File: config.mk
export PLATFORM = sky130hd
export DESIGN_NAME = mdio_master
export DESIGN_NICKNAME = d
export VERILOG_FILES = /design/src/rtl/mdio_pkg.sv /design/src/rtl/mdio_regs.sv /design/src/rtl/mdio_clkgen.sv /design/src/rtl/mdio_engine.sv /design/src/rtl/mdio_master.sv
export SDC_FILE = /design/constraint.sdc
export NUM_CORES = 1
export LEC_CHECK = 0
export BUFFER_PORTS_ARGS = -buffer_cell sky130_fd_sc_hd__buf_2
export CAP_MARGIN = 20
export CORE_ASPECT_RATIO = 1.4
export CORE_UTILIZATION = 50
export DETAILED_ROUTE_END_ITERATION = 10
export GPL_ROUTABILITY_DRIVEN = 0
export GPL_TIMING_DRIVEN = 1
export PLACE_DENSITY = 0.79
export SKIP_CTS_REPAIR_TIMING = 1
export SLEW_MARGIN = 15
export SYNTH_ARGS = -nofsm -noshare
export SYNTH_HDL_FRONTEND = slang
export SYNTH_SLANG_ARGS = --single-unit
File: constraint.sdc
create_clock -name clk -period 10.3 [get_ports clk]
set_input_delay 2.06 -clock clk [delete_from_list [all_inputs] [get_ports clk]]
set_output_delay 2.06 -clock clk [all_outputs]
set_load 0.005 [all_outputs]
File: src/rtl/mdio_pkg.sv
// Shared constants and types for the MII management master.
// Assumes a 32-bit host bus with word-granular register addresses.
package mdio_pkg;
    localparam int ADDR_W     = 2;
    localparam int BUS_W      = 32;
    localparam int FLD_W      = 5;
    localparam int DATA_W     = 16;
    localparam int PRE_BITS   = 32;
    localparam int FRM_BITS   = 32;

    localparam logic [ADDR_W-1:0] A_CMD  = 2'd0;
    localparam logic [ADDR_W-1:0] A_DATA = 2'd1;
    localparam logic [ADDR_W-1:0] A_STAT = 2'd2;
    localparam logic [ADDR_W-1:0] A_CTRL = 2'd3;

    localparam int CMD_RD_BIT   = 15;
    localparam int CMD_WR_BIT   = 14;
    localparam int CMD_PHY_LSB  = 5;
    localparam int CMD_REG_LSB  = 0;
    localparam int CTL_SRST_BIT = 0;
    localparam int CTL_NOPRE_BIT = 8;
    localparam int CTL_DIV_LSB  = 9;

    typedef struct packed {
        logic              rd;
        logic [FLD_W-1:0]  phy;
        logic [FLD_W-1:0]  rg;
        logic [DATA_W-1:0] wdata;
    } mdio_req_t;
endpackage

File: src/rtl/mdio_regs.sv
// Host register file: command decode, data, status and control.
// Assumes single-cycle writes; reads are a combinational mux.
module mdio_regs
    import mdio_pkg::*;
#(
    parameter int DIV_W = 7
) (
    input  logic                clk,
    input  logic                rst_n,
    input  logic                cpu_we,
    input  logic [ADDR_W-1:0]   cpu_addr,
    input  logic [BUS_W-1:0]    cpu_wdata,
    output logic [BUS_W-1:0]    cpu_rdata,
    input  logic                busy,
    input  logic                rd_done,
    input  logic [DATA_W-1:0]   rd_value,
    output logic                start,
    output mdio_req_t           req,
    output logic                soft_rst,
    output logic [DIV_W-1:0]    div_m1,
    output logic                no_pre
);
    logic [DATA_W-1:0] data_q;
    logic [DIV_W-1:0]  div_q;
    logic              nopre_q;
    logic              wr_cmd, wr_data, wr_ctrl;

    // Decode write strobes per register.
    always_comb begin
        wr_cmd  = cpu_we && (cpu_addr == A_CMD);
        wr_data = cpu_we && (cpu_addr == A_DATA);
        wr_ctrl = cpu_we && (cpu_addr == A_CTRL);
    end

    // Hold data and control; completed reads take priority on data.
    always_ff @(posedge clk) begin
        if (!rst_n) begin
            data_q  <= '0;
            div_q   <= '0;
            nopre_q <= 1'b0;
        end else begin
            if (rd_done)
                data_q <= rd_value;
            else if (wr_data)
                data_q <= cpu_wdata[DATA_W-1:0];
            if (wr_ctrl) begin
                div_q   <= cpu_wdata[CTL_DIV_LSB +: DIV_W];
                nopre_q <= cpu_wdata[CTL_NOPRE_BIT];
            end
        end
    end

    // Form the request and the start and abort pulses.
    always_comb begin
        start     = wr_cmd && !busy &&
                    (cpu_wdata[CMD_RD_BIT] || cpu_wdata[CMD_WR_BIT]);
        req.rd    = cpu_wdata[CMD_RD_BIT];
        req.phy   = cpu_wdata[CMD_PHY_LSB +: FLD_W];
        req.rg    = cpu_wdata[CMD_REG_LSB +: FLD_W];
        req.wdata = data_q;
        soft_rst  = wr_ctrl && cpu_wdata[CTL_SRST_BIT];
        div_m1    = div_q;
        no_pre    = nopre_q;
    end

    // Read-back mux.
    always_comb begin
        cpu_rdata = '0;
        case (cpu_addr)
            A_DATA:  cpu_rdata[DATA_W-1:0] = data_q;
            A_STAT:  cpu_rdata[0] = busy;
            A_CTRL: begin
                cpu_rdata[CTL_DIV_LSB +: DIV_W] = div_q;
                cpu_rdata[CTL_NOPRE_BIT]        = nopre_q;
            end
            default: cpu_rdata = '0;
        endcase
    end
endmodule

File: src/rtl/mdio_clkgen.sv
// Management clock divider. Runs only while run is high and parks mdc low.
// Low phase lasts floor(D/2) cycles and the high phase the rest.
// Pre-edge strobes fire in the cycle before mdc changes.
module mdio_clkgen #(
    parameter int DIV_W = 7
) (
    input  logic             clk,
    input  logic             rst_n,
    input  logic             run,
    input  logic [DIV_W-1:0] div_m1,
    output logic             mdc,
    output logic             rise_pre,
    output logic             fall_pre
);
    localparam int CW = DIV_W + 1;

    logic [CW-1:0] dvs, half, cnt_q, cnt_nx;

    // Effective divisor (minimum 2), half point and next count.
    always_comb begin
        dvs = CW'(div_m1) + CW'(1);
        if (dvs < CW'(2))
            dvs = CW'(2);
        half     = dvs >> 1;
        cnt_nx   = (cnt_q >= dvs - CW'(1)) ? '0 : cnt_q + CW'(1);
        rise_pre = run && (cnt_nx == half);
        fall_pre = run && (cnt_nx == '0);
    end

    // Phase counter and registered clock output.
    always_ff @(posedge clk) begin
        if (!rst_n || !run) begin
            cnt_q <= '0;
            mdc   <= 1'b0;
        end else begin
            cnt_q <= cnt_nx;
            mdc   <= (cnt_nx >= half);
        end
    end
endmodule

File: src/rtl/mdio_engine.sv
// Frame shifter. Steps one bit per mdc period on the falling edge and
// samples read data on the rising edge. Output bit and enable are
// decoded from state that changes on the same clock edge as mdc falls.
module mdio_engine
    import mdio_pkg::*;
(
    input  logic              clk,
    input  logic              rst_n,
    input  logic              start,
    input  mdio_req_t         req,
    input  logic              no_pre,
    input  logic              soft_rst,
    input  logic              rise_pre,
    input  logic              fall_pre,
    input  logic              mdio_i,
    output logic              busy,
    output logic              mdio_o,
    output logic              mdio_oe,
    output logic              rd_done,
    output logic [DATA_W-1:0] rd_value
);
    localparam int IDX_W = 7;
    localparam logic [4:0]       TOP    = 5'(FRM_BITS - 1);
    localparam logic [IDX_W-1:0] TA2_OF = IDX_W'(15);
    localparam logic [IDX_W-1:0] DAT_OF = IDX_W'(16);

    logic                 busy_q, rd_q;
    logic [IDX_W-1:0]     pre_q, last_q, idx_q, rel;
    logic [FRM_BITS-1:0]  frm_q;
    logic [DATA_W-1:0]    sh_q;
    logic                 at_last;

    // Decode the line from the current bit index.
    always_comb begin
        rel      = idx_q - pre_q;
        at_last  = (idx_q == last_q);
        busy     = busy_q;
        mdio_o   = (!busy_q || idx_q < pre_q) ? 1'b1 : frm_q[TOP - rel[4:0]];
        mdio_oe  = busy_q && !(rd_q && idx_q >= pre_q + TA2_OF);
        rd_done  = busy_q && fall_pre && at_last && rd_q && !soft_rst;
        rd_value = sh_q;
    end

    // Frame state: load on start, sample on rise, advance on fall.
    always_ff @(posedge clk) begin
        if (!rst_n || soft_rst) begin
            busy_q <= 1'b0;
            rd_q   <= 1'b0;
            pre_q  <= '0;
            last_q <= '0;
            idx_q  <= '0;
            frm_q  <= '0;
            sh_q   <= '0;
        end else if (start) begin
            busy_q <= 1'b1;
            rd_q   <= req.rd;
            pre_q  <= no_pre ? '0 : IDX_W'(PRE_BITS);
            last_q <= (no_pre ? '0 : IDX_W'(PRE_BITS)) + IDX_W'(FRM_BITS - 1);
            idx_q  <= '0;
            frm_q  <= {2'b01, req.rd ? 2'b10 : 2'b01, req.phy, req.rg,
                       req.rd ? 2'b11 : 2'b10,
                       req.rd ? {DATA_W{1'b1}} : req.wdata};
            sh_q   <= '0;
        end else if (busy_q) begin
            if (rise_pre && rd_q && idx_q >= pre_q + DAT_OF)
                sh_q <= {sh_q[DATA_W-2:0], mdio_i};
            if (fall_pre) begin
                if (at_last)
                    busy_q <= 1'b0;
                else
                    idx_q <= idx_q + IDX_W'(1);
            end
        end
    end
endmodule

File: src/rtl/mdio_master.sv
// MII management master top: register file, clock divider and shifter.
// Assumes an external pad merges mdio_o/mdio_oe/mdio_i.
module mdio_master
    import mdio_pkg::*;
#(
    parameter int DIV_W = 7
) (
    input  logic              clk,
    input  logic              rst_n,
    input  logic              cpu_we,
    input  logic [1:0]        cpu_addr,
    input  logic [31:0]       cpu_wdata,
    output logic [31:0]       cpu_rdata,
    input  logic              mdio_i,
    output logic              mdc,
    output logic              mdio_o,
    output logic              mdio_oe
);
    logic              busy, start, soft_rst, no_pre, rd_done;
    logic              rise_pre, fall_pre, run;
    logic [DIV_W-1:0]  div_m1;
    logic [DATA_W-1:0] rd_value;
    mdio_req_t         req;

    // Divider runs only during a frame and stops at once on abort.
    always_comb run = busy && !soft_rst;

    mdio_regs #(.DIV_W(DIV_W)) u_regs (
        .clk(clk), .rst_n(rst_n), .cpu_we(cpu_we), .cpu_addr(cpu_addr),
        .cpu_wdata(cpu_wdata), .cpu_rdata(cpu_rdata), .busy(busy),
        .rd_done(rd_done), .rd_value(rd_value), .start(start), .req(req),
        .soft_rst(soft_rst), .div_m1(div_m1), .no_pre(no_pre)
    );

    mdio_clkgen #(.DIV_W(DIV_W)) u_clk (
        .clk(clk), .rst_n(rst_n), .run(run), .div_m1(div_m1),
        .mdc(mdc), .rise_pre(rise_pre), .fall_pre(fall_pre)
    );

    mdio_engine u_eng (
        .clk(clk), .rst_n(rst_n), .start(start), .req(req), .no_pre(no_pre),
        .soft_rst(soft_rst), .rise_pre(rise_pre), .fall_pre(fall_pre),
        .mdio_i(mdio_i), .busy(busy), .mdio_o(mdio_o), .mdio_oe(mdio_oe),
        .rd_done(rd_done), .rd_value(rd_value)
    );
endmodule

==> metrics.md, run 1 <==
| Metric | Value |
|---|---|
| Tcrit/Tclk final | `51.74%` |
| Synth top cells by count | `105 x nand2_1, 87 x dfxtp_1, 44 x nor2_1` |
| CORE AREA | `0.009564 mm2` |
| DR WL met2 | `5950 um` |
| Worst-path maximum fanout | `17` |
| CTS Buf Count | `9` |
| Worst reg-to-reg path cell count | `21` |
| Die span in y | `120.3 um` |
| Top cells by area, synth | `dfxtp_1 35%, mux2i_1 8.2%, nand2_1 7.9%` |
| Post-synth cell types | `57` |
| Non-Filler Instances | `733` |
| I/O pin count | `73` |
| Setup TNS | `0 ns` |
| Post-DP HPWL | `8169 um` |
| Synth async-reset ratio | `0%` |
| Final-report setup violation count | `0` |
| Yosys reg bits | `87` |
| First-pass GRT wire length | `18790 um` |
| Maximum vdd drop | `0.09299 mV` |
| Hold path depth | `2` |
| Drt first pass iters | `4` |
| EDFF count, synth | `0` |
| # DRC | `0` |
| Worst slew pin tran | `1.004 ns` |
| Sequential fraction of the synthesis area | `34.83%` |
| Crit path time final | `5.329 ns` |
| Max Used Layer | `met4` |
| Startpoint types | `input port` |
| Post-Route WL | `11370 um` |
| CTS tree | `built` |
| Vias in the first global route | `4037` |
| Initial DRC Count | `289` |
| Die area | `0.01041 mm2` |
| Placed Cells | `717` |
| Final Total Pwr | `777.5 uW` |
| Synth top area share | `34.83%` |
| Worst-path clk slew | `0.06 ns` |
| Largest net degree at the start of global routing | `43` |
| Initial antenna violation count | `0` |
| Initial Util | `52.28%` |
| Synth Instances | `578` |
| Critical path arrival | `3.27 ns` |
| Worst rel slew slack | `32.86%` |
| Tightest Hold Check Type | `reg2reg` |
| Clock latency on the worst-skew pair | `0.35 ns` |
| IO Port Bufs | `40` |
| Setup Slack @ Placement | `4.945 ns` |
| Vias/cell | `5.621` |
| Layout cells sized above 1 | `16.47%` |
| GRT Overall Usage | `23.16%` |
| Cell Area, Synth | `0.005000 mm2` |
| Synth area leader | `dfxtp_1` |
| CTS Buffer Depth | `2` |
| WL met1 | `4581 um` |
| Yosys warns | `0` |
| Final Slew Violations | `0` |
| Avg Cell Area, Syn | `8.650 um2` |
| Unrepaired setup endpoints after global routing | `false` |
| CP required | `8.24 ns` |
| Max-cap violations | `0` |
| WL met3 | `509 um` |
| Root Buffer | `clkbuf_16` |
| Critical path endpoint category | `output port` |
| Status | `completed` |
| Cell with the most instances after synthesis | `nand2_1` |
| CTS sink count | `87` |
| WL/cell | `15.50 um` |
| Leak | `0.002086 uW` |
| Final Hold Viols | `0` |
| Final nets | `660` |
| Final clock skew | `0.005225 ns` |
| CTS H-tree lvls | `3` |
| Setup ws final | `4.971 ns` |
| Fmax | `187.6 MHz` |
| Row count | `42` |
| Diodes inserted | `0` |
| Kind of critical path | `in2out` |
| Top FF cell, synth | `dfxtp_1` |
| GR Overflow Total | `0` |
| Synth-to-layout area growth | `9.434%` |
| Antenna Nets Post-Route | `0` |
| Chip Width | `86.52 um` |
| Via Count | `4120` |
| Pwr/cell area | `142.1 mW/mm2` |
cell type report:
cell class              instances  area, um2
clock buffers                   9      225.2
clock inverters                 7      78.83
fillers                       871       4093
inverters                       8      30.03
multi-input cells             447       3008
flip-flops and latches         87       1742
well taps                     132      165.2
repair buffers                 43      222.7
routing by layer:
layer	vias up	track usage [%]
met3	28	4.505
li1	2016	-
met4	0	11.15
met2	103	40.63
met5	-	0
met1	1973	26.64
flip-flops by register name, summed over array words and instances (netlist names):
| name | cells |
|---|---|
| u_eng.frm_q | 29 |
| u_regs.no_pre | 1 |
| u_regs.div_m1 | 7 |
| u_eng.busy | 1 |
| u_clk.cnt_q | 8 |
| u_eng.rd_value | 16 |
| u_regs.data_q | 16 |
| u_eng.idx_q | 7 |
| u_eng.pre_q | 1 |
| u_clk.mdc | 1 |
cells by family (layout without fill, tap and decap cells):
kind of cell | after synthesis | in the layout | share of synthesized area (%)
AO/OA/AOI/OAI | 67 | 67 | 9.535
XOR/XNOR | 16 | 16 | 2.953
adder cells (fa/ha/maj) | 26 | 26 | 6.506
buffers and inverters | 59 | 67 | 6.231
flip-flops | 87 | 87 | 34.83
multiplexers | 66 | 66 | 15.87
other | 1 | 16 | 0.07500
AND/OR/NAND/NOR | 256 | 256 | 24.00
power by group:
part           switching (uW)  leakage (uW)  internal (uW)
Clock                     146      0.000144            191
Sequential               7.66      0.000705            345
Combinational            53.8       0.00124           34.5
Total                     207       0.00209            570
critical path, cell delays in order:
cell and delay (ns):
buf_2 0.12, inv_1 0.07, ha_1 0.56, a22oi_1 0.20
nor2b_1 0.14, buf_2 0.12
metrics by stage:
step           instance area [um2]  utilization (%)  hold slack [ns]
2_1_floorplan                 5056                -           0.4331
3_3_place_gp                  5167            54.03           0.4404
3_5_place_dp                  5167            54.03           0.4522
4_1_cts                       5472            57.21           0.4603
5_1_grt                       5472            57.21           0.4797
6_report                      5472            57.21           0.4579
layout by cell type (no fill, tap or decap), types with 9 or more instances in the layout:
cell       netlist  layout
dfxtp_1         87      87
clkbuf_16        0       9
ha_1            26      26
mux4_2           9       9
nand3_1         22      22
nor3_1          36      35
nand2_1        105     105
nor2_1          44      44
buf_2            3      40
mux2i_1         41      41
conb_1           1      16
and2_1           9       9
mux2_2          16      16
a21oi_1         26      26
final timing paths:
path	from	endpoint	slack [ns]
max	cpu_addr[1]	cpu_rdata[0]	4.97
min	u_eng.rd_value[4]	u_regs.data_q[4]	0.46
max reg2reg	u_regs.div_m1[0]	u_eng.rd_value[7]	5.01
min reg2reg	u_eng.rd_value[4]	u_regs.data_q[4]	0.46
Power figures use the tool's default switching activity.
==> run 2: changes to the inputs <==
- PLACE_DENSITY: 0.79 -> 0.82
- clock period: 10.3 -> 4.9 ns (I/O delays scaled with it)
==> run 2 against run 1 <==
Compared with the run above:
- core utilization is essentially flat
- sequential power grew 110%
- worst hold slack is essentially flat
- die area is the same
- routed wire length shrank 3.8%
- largest cell class unchanged
- largest power group unchanged
==> metrics.md, run 2 (same netlist as run 1, synthesis figures left out) <==
| Metric | Value |
|---|---|
| Setup TNS | `0 ns (unchanged)` |
| Final Slew Violations | `0 (unchanged)` |
| Final nets | `662 (+0.30%)` |
| Max-cap violations | `0 (unchanged)` |
| WL/cell | `14.87 um (-4.1%)` |
| Die area | `0.01041 mm2 (unchanged)` |
| Layout Cell Area excl Fill | `0.005475 mm2 (about the same)` |
| Final Hold Viols | `0 (unchanged)` |
| IO Port Bufs | `40 (unchanged)` |
| Post-DP HPWL | `8139 um (-0.36%)` |
| GR Overflow Total | `0 (unchanged)` |
| Placed Cells | `719 (+0.28%)` |
| Status | `completed` |
| Post-Route WL | `10930 um (-3.8%)` |
| Leak | `0.002077 uW (-0.45%)` |
| Via Count | `4084 (-0.87%)` |
| Chip Width | `86.52 um (unchanged)` |
| Tightest Hold Check Type | `reg2reg` |
| Kind of critical path | `reg2reg` |
| Largest net degree at the start of global routing | `43 (unchanged)` |
| Most common cell after layout, fill and taps aside | `nand2_1` |
| Drt first pass iters | `7 (+3)` |
| Layout cells sized above 1 | `17.08% (+0.61 points)` |
| Worst R2R End | `u_clk.mdc` |
| First-pass GRT wire length | `18450 um (-1.8%)` |
| Cell depth of the worst setup path | `22 (+16)` |
| Reg2Reg Setup Slack | `0.39 ns (-4.62 ns)` |
| CTS sink count | `87 (unchanged)` |
| CTS Buffer Depth | `2 (unchanged)` |
| Crit-path max cell delay | `0.49 ns (-0.07 ns)` |
| Final clock skew | `0.006474 ns (+0.001249 ns)` |
| Cell family with most CP delay | `simple AND/OR/NAND/NOR gates` |
| Synth-to-layout area growth | `9.509% (about the same)` |
| Clock latency on the worst-skew pair | `0.34 ns (about the same)` |
| CTS H-tree lvls | `3 (unchanged)` |
| Critical path endpoint category | `flop` |
| Initial antenna violation count | `0 (unchanged)` |
| Maximum vdd drop | `0.2305 mV (+150%)` |
| Worst-path clk slew | `0.06 ns (about the same)` |
| Startpoint types | `flop` |
| Die span in y | `120.3 um (unchanged)` |
| Fmax | `221.7 MHz` |
| Crit path buf inv count | `0 (-3)` |
| CTS tree | `built` |
| # DRC | `0 (unchanged)` |
| I/O pin count | `73 (unchanged)` |
| Critical path arrival | `4.73 ns (+1.46 ns)` |
| Initial Util | `52.28% (unchanged)` |
| Crit path capture | `u_clk.mdc` |
| Unrepaired setup endpoints after global routing | `false` |
| Root Buffer | `clkbuf_16` |
| Tcrit/Tclk final | `92.07%` |
| Row count | `42 (unchanged)` |
| CORE AREA | `0.009564 mm2 (unchanged)` |
| Vias/cell | `5.556 (-1.1%)` |
| Antenna Nets Post-Route | `0 (unchanged)` |
| CTS Buf Count | `9 (unchanged)` |
| Worst rel slew slack | `40.31% (+7.4 points)` |
| Max FFs per register | `29 (unchanged)` |
| Placed Area | `0.005182 mm2 (+0.29%)` |
| Top reg by flops | `u_eng.frm_q` |
| Worst path slowest cell | `dfxtp_1` |
| Non-Filler Instances | `735 (+0.27%)` |
| Pwr/cell area | `282.8 mW/mm2 (+99%)` |
| Worst slew pin tran | `0.8953 ns (-0.1085 ns)` |
| Worst-path maximum fanout | `8 (-9)` |
| Filler cell count in the final layout | `841 (-3.4%)` |
| CP required | `5.12 ns (-3.12 ns)` |
| Vias in the first global route | `4048 (+0.27%)` |
| GRT Overall Usage | `22.49% (-0.68 points)` |
| Crit-path cells | `ha_2 > xnor2_2 > nor2b_1 > nand4_1 > nor2_1 > nor2_1 > ha_1 > and3_1 > nand3_1 > xnor2_1 > ha_1 > nand2_1 > nor2_1 > a21oi_2 > nand2_1 > ha_1 > nand2b_1 > a21o_1 > a21o_1 > a21oi_1 > o21ai_0 > o211a_1` |
| Initial DRC Count | `301 (+4.2%)` |
| Worst reg-to-reg path cell count | `22 (+4.8%)` |
| Most frequent cells in the layout | `105 x nand2_1, 87 x dfxtp_1, 44 x nor2_1` |
| Diodes inserted | `0 (unchanged)` |
| Crit path time final | `4.512 ns` |
| Critical R2R Launch | `u_regs.div_m1[0]` |
| Final-report setup violation count | `0 (unchanged)` |
| Worst Setup SP | `u_regs.div_m1[0]` |
## run 2: layout make-up
type	instances	area (um2)	share of cell area, %
multi-input cells	447	3037	55.46
flip-flops and latches	87	1742	31.81
repair buffers	45	241.5	4.410
clock buffers	13	240.2	4.388
well taps	132	165.2	3.016
inverters	8	30.03	0.5484
clock inverters	3	20.02	0.3656
## run 2: layer usage
layer	up-vias	global-route usage, %	part of all wire [%]
met4	0	11.98	2.7
met2	109	40.23	53
met3	25	3.276	3.9
li1	2021	-	-
met5	-	0	0
met1	1929	25.38	40
## run 2: report_power, final
| group | internal, uW | switching [uW] | leakage, uW |
|---|---|---|---|
| Sequential | 725 | 16.0 | 0.000705 |
| Combinational | 77.5 | 116 | 0.00125 |
| Clock | 343 | 271 | 0.000120 |
| Total | 1150 | 403 | 0.00208 |
## run 2: through the flow
| step | utilization [%] | total power (uW) | hold WS, ns | setup WS [ns] |
|---|---|---|---|---|
| global placement | 54.19 | 935.2 | 0.4404 | 0.2941 |
| floorplan | - | 897.2 | 0.4331 | 0.6391 |
| global route | 57.25 | 1609 | 0.4724 | 0.008593 |
| detailed placement | 54.19 | 944.2 | 0.4482 | 0.09495 |
| finish | 57.25 | 1549 | 0.4577 | 0.3884 |
| CTS | 56.91 | 1551 | 0.4563 | 0.08727 |
## run 2: worst min-delay path by stage
stage                             startpoint                 to  cells after the start
after CTS                    u_eng.frm_q[18]    u_eng.frm_q[18]                      2
final                     u_eng.rd_value[10]  u_regs.data_q[10]                      2
after floorplan              u_eng.frm_q[21]    u_eng.frm_q[21]                      2
after global routing      u_eng.rd_value[10]  u_regs.data_q[10]                      2
after global placement       u_eng.frm_q[26]    u_eng.frm_q[26]                      2
after detailed placement     u_eng.frm_q[18]    u_eng.frm_q[18]                      2
## run 2: worst min-delay path: cells and delay by family (launching register included)
kind             cells  cell delay (ns)
and+or+nand+nor      1             0.05
DFF                  1             0.31
muxes                1             0.05
